==> src/rtl/blg_pkg.sv <==
package blg_pkg;
   typedef enum logic [1:0] {
      CLS_EMPTY  = 2'b00,
      CLS_ORD    = 2'b01,
      CLS_BSTORE = 2'b10,
      CLS_BLOAD  = 2'b11
   } gcls_t;

   localparam int unsigned NUM_CLASSES = 4;
   // classes that must wait at G while the load buffer is full of block loads
   localparam logic [NUM_CLASSES-1:0] DEFAULT_HELD_MASK = 4'b1010;
endpackage

==> src/rtl/blg_outstanding.sv <==
module blg_outstanding #(
   parameter int unsigned MAX_OUT = 2,
   localparam int unsigned CW = $clog2(MAX_OUT + 1)
) (
   input  logic          clk,
   input  logic          rst,
   input  logic          enq,
   input  logic          ret,
   output logic [CW-1:0] cnt,
   output logic          full
);
   localparam logic [CW-1:0] CMAX = CW'(MAX_OUT);

   generate
      if (MAX_OUT < 1) begin : g_bad_max
         $error("MAX_OUT must be at least 1");
      end
   endgenerate

   logic [CW-1:0] cnt_q, cnt_d;

   always_comb begin
      cnt_d = cnt_q;
      if (enq && !ret) begin
         if (cnt_q != CMAX) cnt_d = cnt_q + 1'b1;
      end else if (ret && !enq) begin
         if (cnt_q != '0) cnt_d = cnt_q - 1'b1;
      end
   end

   always_ff @(posedge clk) begin
      if (rst) cnt_q <= '0;
      else     cnt_q <= cnt_d;
   end

   assign cnt  = cnt_q;
   assign full = (cnt_q == CMAX);

   assert_reset_clear_R1: assert property (@(posedge clk) rst |=> (cnt_q == '0));
   assert_never_over_R6: assert property (@(posedge clk) disable iff (rst)
      cnt_q <= CMAX);
   assert_both_stable_R5: assert property (@(posedge clk) disable iff (rst)
      (enq && ret) |=> $stable(cnt_q));
   assert_release_R4: assert property (@(posedge clk) disable iff (rst)
      (cnt_q == CMAX && ret && !enq) |=> !full);
   assert_empty_ret_R7: assert property (@(posedge clk) disable iff (rst)
      (cnt_q == '0 && ret && !enq) |=> (cnt_q == '0));
endmodule

==> src/rtl/blg_issue_hold.sv <==
module blg_issue_hold
   import blg_pkg::*;
#(
   parameter logic [NUM_CLASSES-1:0] HELD_MASK = DEFAULT_HELD_MASK
) (
   input  logic  full,
   input  gcls_t cls,
   output logic  hold
);
   logic [NUM_CLASSES-1:0] held_v;

   generate
      for (genvar i = 0; i < NUM_CLASSES; i++) begin : g_cls
         assign held_v[i] = HELD_MASK[i];
      end
      if (HELD_MASK[CLS_BSTORE]) begin : g_bad_mask
         $error("block stores must stay exempt from the hold");
      end
   endgenerate

   assign hold = full & held_v[cls];

   always_comb begin
      if (cls == CLS_BSTORE) assert_exempt_R3: assert (!hold);
   end
endmodule

==> src/rtl/blg_bubble_gen.sv <==
module blg_bubble_gen #(
   parameter int unsigned BUB_LO = 2,
   parameter int unsigned BUB_HI = 3,
   localparam int unsigned BW = $clog2(2 * BUB_HI + 1) + 1
) (
   input  logic clk,
   input  logic rst,
   input  logic tick,
   input  logic stall,
   input  logic ratio_sel,
   output logic bubble
);
   localparam logic [BW:0]   SAT  = {1'b0, {BW{1'b1}}};
   localparam logic [BW-1:0] N_LO = BW'(BUB_LO);
   localparam logic [BW-1:0] N_HI = BW'(BUB_HI);

   generate
      if (BUB_LO < 1 || BUB_HI < BUB_LO) begin : g_bad_bub
         $error("bubble counts must satisfy 1 <= BUB_LO <= BUB_HI");
      end
   endgenerate

   logic [BW-1:0] cnt_q;
   logic [BW-1:0] dec, nb;
   logic [BW:0]   sum;
   logic          load;

   assign load = tick & stall;
   assign nb   = ratio_sel ? N_HI : N_LO;
   assign dec  = (cnt_q == '0) ? '0 : cnt_q - 1'b1;
   assign sum  = {1'b0, dec} + (load ? {1'b0, nb} : '0);

   always_ff @(posedge clk) begin
      if (rst)           cnt_q <= '0;
      else if (sum > SAT) cnt_q <= SAT[BW-1:0];
      else                cnt_q <= sum[BW-1:0];
   end

   assign bubble = (cnt_q != '0);

   assert_reset_idle_R1: assert property (@(posedge clk) rst |=> !bubble);
   assert_load_starts_R8: assert property (@(posedge clk) disable iff (rst)
      load |=> bubble);
   assert_idle_quiet_R10: assert property (@(posedge clk) disable iff (rst)
      (cnt_q <= 1 && !load) |=> !bubble);
   assert_drain_R9: assert property (@(posedge clk) disable iff (rst)
      (cnt_q != '0 && !load) |=> (cnt_q == $past(cnt_q) - 1'b1));
   assert_accumulate_R11: assert property (@(posedge clk) disable iff (rst)
      (cnt_q > 1 && load) |=> (cnt_q > $past(nb)));
endmodule

==> src/rtl/blk_load_gate.sv <==
module blk_load_gate
   import blg_pkg::*;
#(
   parameter int unsigned MAX_OUT = 2,
   parameter int unsigned BUB_LO  = 2,
   parameter int unsigned BUB_HI  = 3
) (
   input  logic       clk,
   input  logic       rst,
   input  logic       blk_enq,
   input  logic       first_ret,
   input  logic [1:0] g_class,
   input  logic       sys_tick,
   input  logic       dstall,
   input  logic       ratio_sel,
   output logic       g_hold,
   output logic       bubble_req
);
   localparam int unsigned CW = $clog2(MAX_OUT + 1);

   logic [CW-1:0] out_cnt;
   logic          out_full;
   gcls_t         cls;

   assign cls = gcls_t'(g_class);

   blg_outstanding #(.MAX_OUT(MAX_OUT)) u_out (
      .clk  (clk),
      .rst  (rst),
      .enq  (blk_enq),
      .ret  (first_ret),
      .cnt  (out_cnt),
      .full (out_full)
   );

   blg_issue_hold #(.HELD_MASK(DEFAULT_HELD_MASK)) u_hold (
      .full (out_full),
      .cls  (cls),
      .hold (g_hold)
   );

   blg_bubble_gen #(.BUB_LO(BUB_LO), .BUB_HI(BUB_HI)) u_bub (
      .clk       (clk),
      .rst       (rst),
      .tick      (sys_tick),
      .stall     (dstall),
      .ratio_sel (ratio_sel),
      .bubble    (bubble_req)
   );

   assert_hold_needs_full_R2: assert property (@(posedge clk) disable iff (rst)
      g_hold |-> (out_cnt == CW'(MAX_OUT)));
   assert_empty_free_R3: assert property (@(posedge clk) disable iff (rst)
      (g_class == 2'b00 || g_class == 2'b10) |-> !g_hold);
endmodule

==> config.mk <==
export PLATFORM = sky130hd
export DESIGN_NAME = blk_load_gate
export DESIGN_NICKNAME = d
export VERILOG_FILES = /design/src/rtl/blg_pkg.sv /design/src/rtl/blg_outstanding.sv /design/src/rtl/blg_issue_hold.sv /design/src/rtl/blg_bubble_gen.sv /design/src/rtl/blk_load_gate.sv
export SDC_FILE = /design/constraint.sdc
export NUM_CORES = 1
export LEC_CHECK = 0
export BUFFER_PORTS_ARGS = -buffer_cell sky130_fd_sc_hd__buf_2
export CAP_MARGIN = 20
export CORE_AREA = 8 8 45 47
export CTS_CLUSTER_SIZE = 10
export DETAILED_ROUTE_END_ITERATION = 7
export DIE_AREA = 0 0 53 55
export GPL_TIMING_DRIVEN = 0
export PLACE_DENSITY = 0.53
export SLEW_MARGIN = 10
export SYNTH_ARGS = -nofsm -noshare
export SYNTH_HDL_FRONTEND = slang
export SYNTH_HIERARCHICAL = 1
export SYNTH_SLANG_ARGS = --single-unit
==> constraint.sdc <==
create_clock -name clk -period 4.6 [get_ports clk]
set_input_delay 0.46 -clock clk [delete_from_list [all_inputs] [get_ports clk]]
set_output_delay 0.46 -clock clk [all_outputs]
set_load 0.005 [all_outputs]
[Yosys cells after proc, flatten, opt, wreduce, memory -nomap -nowiden]
Cells that the tools add are included.
Cells by class
  reduce and logical (&&, ||, !) cells: 10
  magnitude comparators: 2
  muxes and demuxes: 10
  equality and inequality tests: 3
  bitwise operators: 2
  add/subtract/negate cells: 4
Operators by type and width (number)
  $mux 4: 3
  $mux 2: 4
  $reduce_bool 2->1: 3
  $add 4x5->5: 1
  $gt 5x4->1 const B: 1
  $logic_not 4->1: 1
  $ne 2x2->1 const B: 2
  $reduce_bool 4->1: 1
  $sub 4x1->4 const B: 1
  $lt 2x3->1 const B: 1
  $reduce_and 3->1: 1
  $add 2x1->2 const B: 1
  $and 1x1->1: 2
  $bmux 1 s2: 1
  $eq 2x2->1 const B: 1
  $logic_and 1x1->1: 2
  $logic_not 1->1: 2
  $mux 1: 2
  $sub 2x1->2 const B: 1
Storage, ports and cells
  flip-flop bits (word level): 6
  bits of input ports: 9

[Depth between registers and ports, before layout]
Gate-level depths: netlist of the first run.
  depth after elaboration: 5
  depth in mapped cells: 8

[By module]
Netlist of the first run, hierarchy kept.
Modules (own cells, without submodules)
  blg_bubble_gen: times used 1, area each 290.3 µm², cells an instance 36, seq. area each 80.1 µm²
  blg_outstanding: times used 1, area each 123.9 µm², cells an instance 16, seq. area each 40.0 µm²
  blg_issue_hold: times used 1, area each 6.3 µm², cells an instance 1, seq. area each 0.0 µm²

[Worst setup path before layout of the first run]
Ideal clock, no wire load.
  path kind: reg2reg
  start: register u_bub.cnt_q[2]
  end: register u_bub.cnt_q[2]
  path slack: 2.905 ns
  stages on the path, launching flop included: 8
  library setup time: 0.123 ns
  arrival time: 1.571 ns
  period minus slack after synthesis: 1.695 ns
  required time: 4.477 ns
  path through: dfxtp_1 buf_2 nor3_1 nor2_1 ha_1 fa_1 o221ai_1 a21oi_1
Between the ends
  longest elaborated chain between the ends: 5
  elaborated cells between the ends (all ways): 6
Ends and longest elaborated chain
  start, declared: RTL line blg_bubble_gen.sv:23  | logic [BW-1:0] cnt_q;
  start signal, assigned: RTL line blg_bubble_gen.sv:35  | else if (sum > SAT) cnt_q <= SAT[BW-1:0];
  start signal, assigned: RTL line blg_bubble_gen.sv:36  | else cnt_q <= sum[BW-1:0];
  $sub 4x1->4 / $logic_not 4->1 (equally long branches): RTL line blg_bubble_gen.sv:30  | assign dec = (cnt_q == '0) ? '0 : cnt_q - 1'b1;
  $mux 4 *: RTL line blg_bubble_gen.sv:30
  $add 4x5->5 *: RTL line blg_bubble_gen.sv:31  | assign sum = {1'b0, dec} + (load ? {1'b0, nb} : '0);
  $gt 5x4->1: RTL line blg_bubble_gen.sv:35
  $mux 4 *: RTL line blg_bubble_gen.sv:35
Mark *: on every way between the ends. The rest lies on a longest branch, timed or not.
A chain may end at the register's enable or synchronous reset.

[Final worst setup path of the first run]
Same ends and word-level chain as after synthesis.

==> metrics, run 1 <==
Post-CTS Resized 0; CP Launch Type register; CTS buffer count 3; Starting Density between 30% and 40%; WP data required between 4 and 5 ns; syn avg cell area between 7 and 8 um2; Synth Register Bits 6; die area 2920 um2; Root Buffer clkbuf_4; final worst slack roughly 2.7 ns; hold endpoint u_out/cnt[0]; number of max-cap violations 0; Clock transition at path regs 0.04 ns; synth top area cells dfxtp_1 (29%), ha_1 (8.9%), a21oi_1 (6.0%); depth of the CTS H-tree 1; Routed WL around 820 um; WS Path Type register to register; Post-Syn Nets 66; Final Max Tran Viols 0; Worst EP arrival approximately 2.0 ns; vias in the first global route ~340; Cells on Worst Hold Path 2; via count 393; DR pass1 iterations 4; CTS tree yes; Worst-Margin Slew about 0.24 ns; YS warnings 6; sequential-to-total area share from yosys stat approximately 29%; CTS max path bufs 2; Hold-fix buffers, CTS 0; pin count of the biggest net entering global routing 10; cells after synthesis between 50 and 60; Crit. End Element register; flop2flop setup slack ~2.7 ns; Die H about 55 um; HP Class primary input to register; Final min period 1.85 ns; post-synth cell types 25; post-DP HPWL approximately 620 um; IO Pins 11; Final nets 80; Remaining DRCs 0; row count 14; Reg2Reg Depth 7; Tot GR Track Use 6.79%; core area between 1000 and 1500 um2; worst r2r src u_bub/cnt_q[2]; initial antenna violation count 0; DRT iter0 DRCs 16; vias per cell between 4 and 5; Setup TNS 0 ns; status finished clean; Critical Path Fanout Max 9; number of port buffers 9; Worst Hold Launch rst; Pwr Density about 240 nW/um2; setup violators final 0; first-pass GRT wire length 1.43 mm; reg2reg end u_bub/cnt_q[2]; share of layout cells above drive strength 1 21.5%; clk_skew between 0.002 and 0.003 ns; Detail Route Antenna Nets 0; worst slack, placed 2.74 ns; period utilisation layout 40.2%; fmax 0.540 GHz; chip width around 53 um; RSZ-0062 raised after global routing no; Mapped Area approximately 420 um2; Pleak about 0.26 nW; Routed WL per cell about 10 um; Area Growth Syn to Fin 20.8%; Setup Buffers After CTS 0; relative slew slack roughly 84%; share of the synthesized area in the top cell type about 29%; peak supply drop roughly 0.00011 V; global route overflow 0; ant diodes 0; clock insertion delay at the later pin of the skew report ~0.24 ns; Yosys top cell by area dfxtp_1; final hold vios 0; routability congestion estimate ~0.71; Clock Sink Count 6
[stage by stage]
stage / hold WS (ns) / utilization (%) / power (mW) / area [um2] / cells
after global placement: 0.501 / 35.1 / 0.0744 / 485 / 78
after detailed placement: 0.511 / 35.1 / 0.0744 / 485 / 78
after floorplan: 0.468 / - / 0.0675 / 420 / 53
after global routing: 0.462 / 36.7 / 0.132 / 508 / 81
after CTS: 0.448 / 36.7 / 0.125 / 508 / 81
final: 0.460 / 36.7 / 0.121 / 508 / 81
[how the worst max path moves through the flow]
stage                     slack [ns]  cells past startpoint             end      startpoint
after floorplan                 2.91                      7  u_bub/cnt_q[2]  u_bub/cnt_q[2]
after global placement          2.74                      6  u_bub/cnt_q[2]       ratio_sel
after detailed placement        2.74                      6  u_bub/cnt_q[2]       ratio_sel
after CTS                       2.77                      7  u_bub/cnt_q[2]  u_bub/cnt_q[2]
after global routing            2.64                      7  u_bub/cnt_q[2]  u_bub/cnt_q[2]
final                           2.75                      7  u_bub/cnt_q[2]  u_bub/cnt_q[2]
[cell families (layout without fill, tap and decap cells)]
family	count (synthesis)	after routing	share of synthesized area [%]
adder cells (fa/ha/maj)	4	4	13.7
AO/OA/AOI/OAI	18	18	27.1
buffers and inverters	3	15	2.98
flip-flops	6	6	28.6
AND/OR/NAND/NOR	22	22	27.7
[cell usage after synthesis (all sizes together)]
| cell | instances |
|---|---|
| a21oi | 6 |
| dfxtp | 6 |
| nor2 | 6 |
| o21ai | 6 |
| nand2 | 4 |
| ha | 3 |
| nor2b | 3 |
| and2 | 2 |
| and2b | 2 |
| inv | 2 |
| a21o | 1 |
| a31o | 1 |
| and3 | 1 |
| buf | 1 |
| fa | 1 |
| nand3b | 1 |
| nor3 | 1 |
| nor3b | 1 |
| o211a | 1 |
| o211ai | 1 |
| o21a | 1 |
| o221ai | 1 |
| or2 | 1 |
[area by class of cell]
type                            instances  area, um2
Tap cell                               16       20.0
Sequential cell                         6        120
Multi-Input combinational cell         44        288
Buffer                                  1       5.00
Clock buffer                            3       22.5
Inverter                                2       7.51
Fill cell                             148        876
Timing Repair Buffer                    9       45.0
[layer usage]
metal / track usage (%) / vias up / share of wire (%)
met1: 8.24 / 166 / 47
met2: 8.98 / 13 / 44
met3: 2.41 / 2 / 7.2
li1: - / 212 / -
met5: 0 / - / 0
met4: 6.47 / 0 / 2.1
[state kept, by name, summed over array words and instances (netlist names)]
name and flops:
u_bub/cnt_q 4, u_out/cnt 2
[cell usage in the layout (no fill, tap or decap), types with 2 or more instances in the layout]
master	Yosys	final
nand2_1	4	4
nor2b_1	3	3
and2_1	2	2
buf_2	1	10
dfxtp_1	6	6
clkbuf_4	0	3
a21oi_1	5	5
inv_1	2	2
o21ai_1	5	5
nor2_1	6	6
and2b_1	2	2
ha_1	3	3
[critical path, stage by stage (launching register included)]
cell and delay, ns:
dfxtp_1 0.29, buf_2 0.16, nor3_1 0.17, nor2_1 0.06
ha_1 0.22, fa_1 0.49, o221ai_1 0.26, a21oi_1 0.09
[where the power goes]
| group | internal (mW) | total (mW) | switching, mW |
|---|---|---|---|
| sequential | 0.0539 | 0.0561 | 0.00216 |
| combinational | 0.00868 | 0.0173 | 0.00858 |
| clock | 0.0295 | 0.0481 | 0.0186 |
| total | 0.0921 | 0.121 | 0.0294 |
Power figures use the tool's default switching activity.
==> run 2: changes to the inputs <==
--- a/config.mk
+++ b/config.mk
@@ -12,7 +12,7 @@
 export DETAILED_ROUTE_END_ITERATION = 7
 export DIE_AREA = 0 0 53 55
 export GPL_TIMING_DRIVEN = 0
-export PLACE_DENSITY = 0.53
+export PLACE_DENSITY = 0.55
 export SLEW_MARGIN = 10
 export SYNTH_ARGS = -nofsm -noshare
 export SYNTH_HDL_FRONTEND = slang
==> constraint.sdc (replaced) <==
create_clock -name clk -period 1.5 [get_ports clk]
set_input_delay 0.15 -clock clk [delete_from_list [all_inputs] [get_ports clk]]
set_output_delay 0.15 -clock clk [all_outputs]
set_load 0.005 [all_outputs]
==> run 2 against run 1 <==
- the run now ends with negative setup slack left
- sequential power increased to 3.1 times the previous value
- non-clock buffer count increased by 6
- wire length grew 21%
- first-iteration DRC count decreased by 75%
- clock power rose to 3.0 times the previous value
- clock-buffer cell count unchanged
- critical path depth did not move
- sequential share of layout area is 3.5 points lower
- hold slack got worse by 0.31 ns
- utilization up 8.6 points
- flip-flop and latch count stayed put
- largest cell class unchanged
- largest power group unchanged
==> metrics, run 2 (synthesis gave the netlist of run 1 again) <==
status complete, but fails checks; failing checks negative setup slack; Worst EP arrival 1.75 ns (-0.23 ns); HP Class primary input to register; Routed WL per cell 11.4 um (+13%); depth of the CTS H-tree 1 (unchanged); Reg2Reg Depth 7 (unchanged); most common cell after layout, fill and taps aside buf_2; Worst Hold Launch rst; Worst-Margin Slew 0.207 ns (-0.0350 ns); DR pass1 iterations 4 (unchanged); CP max-delay cell fa_2; max reg flops 4 (unchanged); Tot GR Track Use 7.56% (+0.77 points); period utilisation layout 108% (+68 points); RSZ-0062 raised after global routing yes; Starting Density 30.4% (unchanged); Routed WL 994 um (+21%); Cells on Worst Hold Path 2 (unchanged); Clock Sink Count 6 (unchanged); clock insertion delay at the later pin of the skew report 0.24 ns (about the same); worst r2r src u_bub/cnt_q[1]; CTS tree yes; routability congestion estimate 0.729 (+2.9%); ant diodes 0 (unchanged); fmax 0.616 GHz (+14%); die area 2920 um2 (unchanged); final core utilization 45.3% (+8.6 points); switching share of power 24.1% (-0.056 points); Critical Path Fanout Max 7 (-2); WP data required 1.63 ns (-3.09 ns); DRT iter0 DRCs 4 (-12); CP max stage delay 0.42 ns (-0.07 ns); row count 14 (unchanged); Remaining DRCs 0 (unchanged); CP most frequent cell nor2_1; share of layout cells above drive strength 1 49.3% (+28 points); pin count of the biggest net entering global routing 8 (-2); IO Pins 11 (unchanged); vias in the first global route 412 (+20%); Cell Chain, Critical Path nor3_4 -> nor2_1 -> ha_2 -> fa_2 -> buf_4 -> a21oi_2 -> nor2_1; area of the multi-input gates 349 um2 (+21%); number of max-cap violations 0 (unchanged); chip width 53 um (unchanged); Hold-fix buffers, CTS 0 (unchanged); Clock power frac 37.2% (-2.4 points); Pint 0.291 mW (+220%); CTS max path bufs 2 (unchanged); vias per cell 4.91 (+1.2%); Comb power frac 17.9% (+3.7 points); final worst slack -0.124 ns (-2.87 ns); CP Launch Type register; Final Max Tran Viols 0 (unchanged); Root Buffer clkbuf_4; first-pass GRT wire length 1.60 mm (+12%); Detail Route Antenna Nets 0 (unchanged); peak supply drop 0.000230 V (+110%); Clock transition at path regs 0.04 ns (about the same); CTS buffer count 3 (unchanged); global route overflow 0 (unchanged); WS Path Type register to register; total power 0.383 mW (+220%); setup violators final 4 (+4); core area 1380 um2 (unchanged); Setup TNS -0.435 ns (-0.435 ns); initial antenna violation count 0 (unchanged); part of the power in registers 44.9% (-1.3 points); Sw Pwr 0.0925 mW (+210%); relative slew slack 86.0% (+2.3 points); Pleak 0.295 nW (+15%); number of port buffers 9 (unchanged); filler cell count 145 (-2.0%); via count 427 (+8.7%); Die H 55 um (unchanged); Final nets 86 (+7.5%); Crit. End Element register; clk_skew 0.00318 ns (+0.000416 ns); most frequent cells in the layout buf_2 (9), buf_4 (6), nor2_1 (5), o21ai_1 (4); CP Launch Point u_bub/cnt_q[1]; Area Growth Syn to Fin 49.1%; most flop-heavy register u_bub/cnt_q; Reg area 126 um2 (+5.2%); Final min period 1.62 ns (-0.227 ns); final hold vios 0 (unchanged); post-DP HPWL 676 um (+9.3%); Pwr Density 612 nW/um2 (+160%)
run 2: cell types whose count changed in the layout (fill, tap and decap cells not counted), moves of 2 or more:
cell and delta:
ha_1 -2, dfxtp_1 -3, a21oi_1 -2, buf_4 +6
a21oi_2 +2, dfxtp_2 +2
run 2: through the flow:
stage	instances	hold WS, ns	setup WS (ns)	instance area (um2)
2_1_floorplan	53	0.215	-0.0146	449
3_3_place_gp	78	0.406	-0.129	514
3_5_place_dp	78	0.412	-0.144	514
4_1_cts	84	0.159	-0.0853	591
5_1_grt	87	0.151	-0.222	627
6_report	87	0.155	-0.124	627
run 2: power groups by stage:
stage,registers [mW],clock network (mW),logic (mW)
after detailed placement,0.176,0,0.0567
after global routing,0.173,0.160,0.0763
after CTS,0.172,0.151,0.0635
final,0.172,0.143,0.0685
after global placement,0.176,0,0.0563
after floorplan,0.174,0,0.0370
run 2: per-layer routing:
metal,share of wire (%),vias to the layer above,track usage [%]
met4,0,0,7.76
met1,43,193,7.35
met5,0,-,0
met2,52,10,13.3
met3,5.6,0,1.07
li1,-,224,-
run 2: critical path, delay by kind of cell (launching register included):
kind | cells | cell delay, ns
AO/OA/AOI/OAI | 1 | 0.10
adder cells (fa/ha/maj) | 2 | 0.60
flip-flops | 1 | 0.35
AND/OR/NAND/NOR | 3 | 0.29
buffers and inverters | 1 | 0.17
run 2: path summary, 6_finish.rpt:
path | to | slack [ns]
worst min-delay path | u_bub/cnt_q[1] | 0.16
worst max register to register | u_bub/cnt_q[1] | -0.12
worst min register to register | u_out/cnt[0] | 0.50
worst max-delay path | u_bub/cnt_q[1] | -0.12
run 2: layout make-up:
class                      count  share of cell area (%)
clock buffer                   3                    3.59
multi-input combinational     44                    55.7
tap                           16                    3.19
sequential                     6                    20.2
inverter                       2                    1.20
timing repair buffer          15                    14.4
buffer                         1                    1.80
run 2: repair_timing:
| action | CTS | global route |
|---|---|---|
| resized for setup | 7 | 4 |
| cloned | 0 | 0 |
| buffers inserted | 3 | 3 |
| pin swaps | 5 | 0 |
| setup endpoints to repair | 4 | 4 |
==> run 3: changes to the inputs <==
--- a/config.mk
+++ b/config.mk
@@ -5,16 +5,16 @@
 export SDC_FILE = /design/constraint.sdc
 export NUM_CORES = 1
 export LEC_CHECK = 0
+export ABC_AREA = 1
 export BUFFER_PORTS_ARGS = -buffer_cell sky130_fd_sc_hd__buf_2
 export CAP_MARGIN = 20
-export CORE_AREA = 8 8 45 47
+export CORE_AREA = 2 2 39 41
 export CTS_CLUSTER_SIZE = 10
 export DETAILED_ROUTE_END_ITERATION = 7
-export DIE_AREA = 0 0 53 55
+export DIE_AREA = 0 0 41 43
 export GPL_TIMING_DRIVEN = 0
 export PLACE_DENSITY = 0.55
 export SLEW_MARGIN = 10
 export SYNTH_ARGS = -nofsm -noshare
 export SYNTH_HDL_FRONTEND = slang
-export SYNTH_HIERARCHICAL = 1
 export SYNTH_SLANG_ARGS = --single-unit
==> run 3 against run 2 <==
- the run still ends with negative setup slack left
- sequential share of layout area rose by 1.7 points
- setup slack better by 0.083 ns
- synthesized cell count rose by 15%
- highest routed layer unchanged
- register-to-register slack improved by 0.08 ns
- clock power is essentially flat
- critical path type unchanged
==> metrics, run 3 <==
status complete, but fails checks; failing checks negative setup slack; Pwr Density 1750 nW/um2 (+190%); Worst-Margin Slew 0.249 ns (+0.0421 ns); Pint 0.606 mW (+110%); peak supply drop 0.000753 V (+230%); routability congestion estimate 0.686 (-5.9%); global route overflow 0 (unchanged); Clock transition at path regs 0.04 ns (about the same); ant diodes 0 (unchanged); WP data required 1.67 ns (+0.04 ns); Pleak 0.299 nW (+1.2%); post-synthesis async set-or-reset flop share 0% (unchanged); Final nets 93 (+8.1%); most flop-heavy register u_bub.cnt_q; synth top area cells dfxtp_1 (29%), inv_1 (13%), nand2_1 (9.0%); Die H 43 um (-22%); RSZ-0062 raised after global routing yes; core area 1380 um2 (unchanged); CP max-delay cell fa_2; DR top layer met3; routed wire length on met3 25 um (-55%); Routed WL 779 um (-22%); Sw Pwr 0.392 mW (+320%); Cell Chain, Critical Path nor2_4 -> nand2_4 -> inv_4 -> a21oi_2 -> ha_2 -> fa_2 -> inv_2 -> a21oi_2; switching share of power 39.3% (+15 points); clk_skew 0.00221 ns (-0.000967 ns); Worst EP arrival 1.71 ns (-0.04 ns); Final Non-Filler Cells 95 (+9.2%); vias in the first global route 343 (-17%); final worst slack -0.0418 ns (+0.0826 ns); pin count of the biggest net entering global routing 5 (-3); Remaining DRCs 0 (unchanged); initial antenna violation count 0 (unchanged); Post-Syn Nets 73 (+11%); Critical Path Fanout Max 3 (-4); via count 408 (-4.4%); total power 0.998 mW (+160%); most common cell after layout, fill and taps aside inv_1; commonest cells in the netlist inv_1 (14), nand2_1 (10), dfxtp_1 (6), nor2_1 (6); Yosys top cell by area dfxtp_1; CTS max path bufs 2 (unchanged); Final min period 1.54 ns (-0.0826 ns); Area Growth Syn to Fin 36.4%; die area 1760 um2 (-40%); YS warnings 0 (-6); vias per cell 4.29 (-12%); Tot GR Track Use 10.1% (+2.5 points); IO Pins 11 (unchanged); Post-synth EDFFs 0 (unchanged); clock insertion delay at the later pin of the skew report 0.24 ns (about the same); chip width 41 um (-23%); share of the synthesized area in the top cell type 28.7% (+0.085 points); DR pass1 iterations 3 (-1); Synth Register Bits 6 (unchanged); max reg flops 4 (unchanged); Mapped Area 419 um2 (-0.30%); depth of the CTS H-tree 1 (unchanged); most frequent cell after synthesis inv_1; Clock power frac 14.5% (-23 points); Final Cell Area 572 um2 (-8.8%); post-DP HPWL 609 um (-9.9%); Detail Route Antenna Nets 0 (unchanged); CP max stage delay 0.53 ns (+0.11 ns); worst slack, placed -0.0957 ns (+0.0482 ns); placed cells 86 (+10%); Root Buffer clkbuf_4; row count 14 (unchanged); DRT iter0 DRCs 3 (-1); CP Launch Type register; CTS tree yes; post-synth cell types 19 (-24%); CTS buffer count 3 (unchanged); Final Max Tran Viols 0 (unchanged); most frequent cells in the layout inv_1 (12), nand2_1 (10), buf_2 (9), nor2_1 (6), buf_4 (6); relative slew slack 83.3% (-2.8 points); fmax 0.649 GHz (+5.4%); area of the multi-input gates 255 um2 (-27%); Top Family by Delay on Critical Path adder cells; Post-DP Area 497 um2 (-3.4%); Reg area 125 um2 (-0.99%); Clock Sink Count 6 (unchanged); filler cell count 150 (+3.4%); syn avg cell area 6.87 um2 (-13%); met2 WL post-DR 405 um (-21%); Starting Density 30.3% (-0.090 points); setup violators final 2 (-2); number of port buffers 9 (unchanged); Setup TNS -0.0736 ns (+0.361 ns); Comb power frac 61.3% (+43 points); final hold vios 0 (unchanged); period utilisation layout 103% (-5.5 points); cells after synthesis 61 (+15%); sum of buffers and inverters on the critical path 2 (+1); final core utilization 41.3% (-4.0 points); number of max-cap violations 0 (unchanged); part of the power in registers 24.2% (-21 points); HP Class primary input to register; sequential-to-total area share from yosys stat 28.7% (+0.085 points); share of layout cells above drive strength 1 40.5% (-8.8 points); first-pass GRT wire length 1.21 mm (-25%); Main synth FF type dfxtp_1; hold_ws 0.0837 ns (-0.0715 ns); Crit. End Element register; wire length on met1 347 um (-18%); WS Path Type register to register; Routed WL per cell 8.20 um (-28%); CP most frequent cell a21oi_2
==> run 3: cell type report <==
type / count / share of cell area [%]
multi-input cells: 40 / 44.6
inverters: 15 / 10.3
clock buffers: 3 / 3.94
repair buffers: 15 / 15.8
flip-flops and latches: 6 / 21.9
well taps: 16 / 3.50
==> run 3: power by group through the flow <==
stage          Clock (mW)  Combinational [mW]  Sequential (mW)
2_1_floorplan           0               0.340            0.241
3_3_place_gp            0               0.426            0.250
3_5_place_dp            0               0.428            0.249
4_1_cts             0.152               0.583            0.241
5_1_grt             0.164               0.674            0.248
6_report            0.144               0.612            0.242
==> run 3: path summary, 6_finish.rpt <==
| path | slack [ns] | cells past startpoint | to | startpoint |
|---|---|---|---|---|
| worst max register to register | -0.04 | 8 | u_bub.cnt_q[1] | u_bub.cnt_q[1] |
| worst min register to register | 0.50 | 2 | u_out.cnt[0] | u_out.cnt[0] |
| worst min-delay path | 0.08 | 2 | u_bub.cnt_q[1] | rst |
| worst max-delay path | -0.04 | 8 | u_bub.cnt_q[1] | u_bub.cnt_q[1] |
==> run 3: worst register-to-register path: cells and delay by family (launching register included) <==
family	cells	cell delay [ns]
compound gates	2	0.13
fa+ha+maj	2	0.71
buf+inv	2	0.09
flops	1	0.33
simple gates	2	0.21
==> run 3: kinds of logic after synthesis <==
| family | after synthesis | synth area share (%) |
|---|---|---|
| buffers and inverters | 15 | 13.4 |
| adders and majority gates | 3 | 10.7 |
| and+or+nand+nor | 25 | 31.6 |
| DFF | 6 | 28.7 |
| AOI/OAI and AO/OA | 12 | 15.5 |
==> run 3: repair_timing <==
item                                    CTS  global route
pin swaps                                 4             5
resized for setup                         5             0
hold buffers                              0             0
buffers inserted                          5             1
endpoints found under the setup margin    4             4
hold endpoints to repair                  0             0
==> run 3: per-layer routing <==
| metal | vias up | global-route usage (%) |
|---|---|---|
| met5 | - | 0 |
| met4 | 0 | 0 |
| met3 | 0 | 6.28 |
| met2 | 5 | 17.8 |
| met1 | 177 | 10.1 |
| li1 | 226 | - |
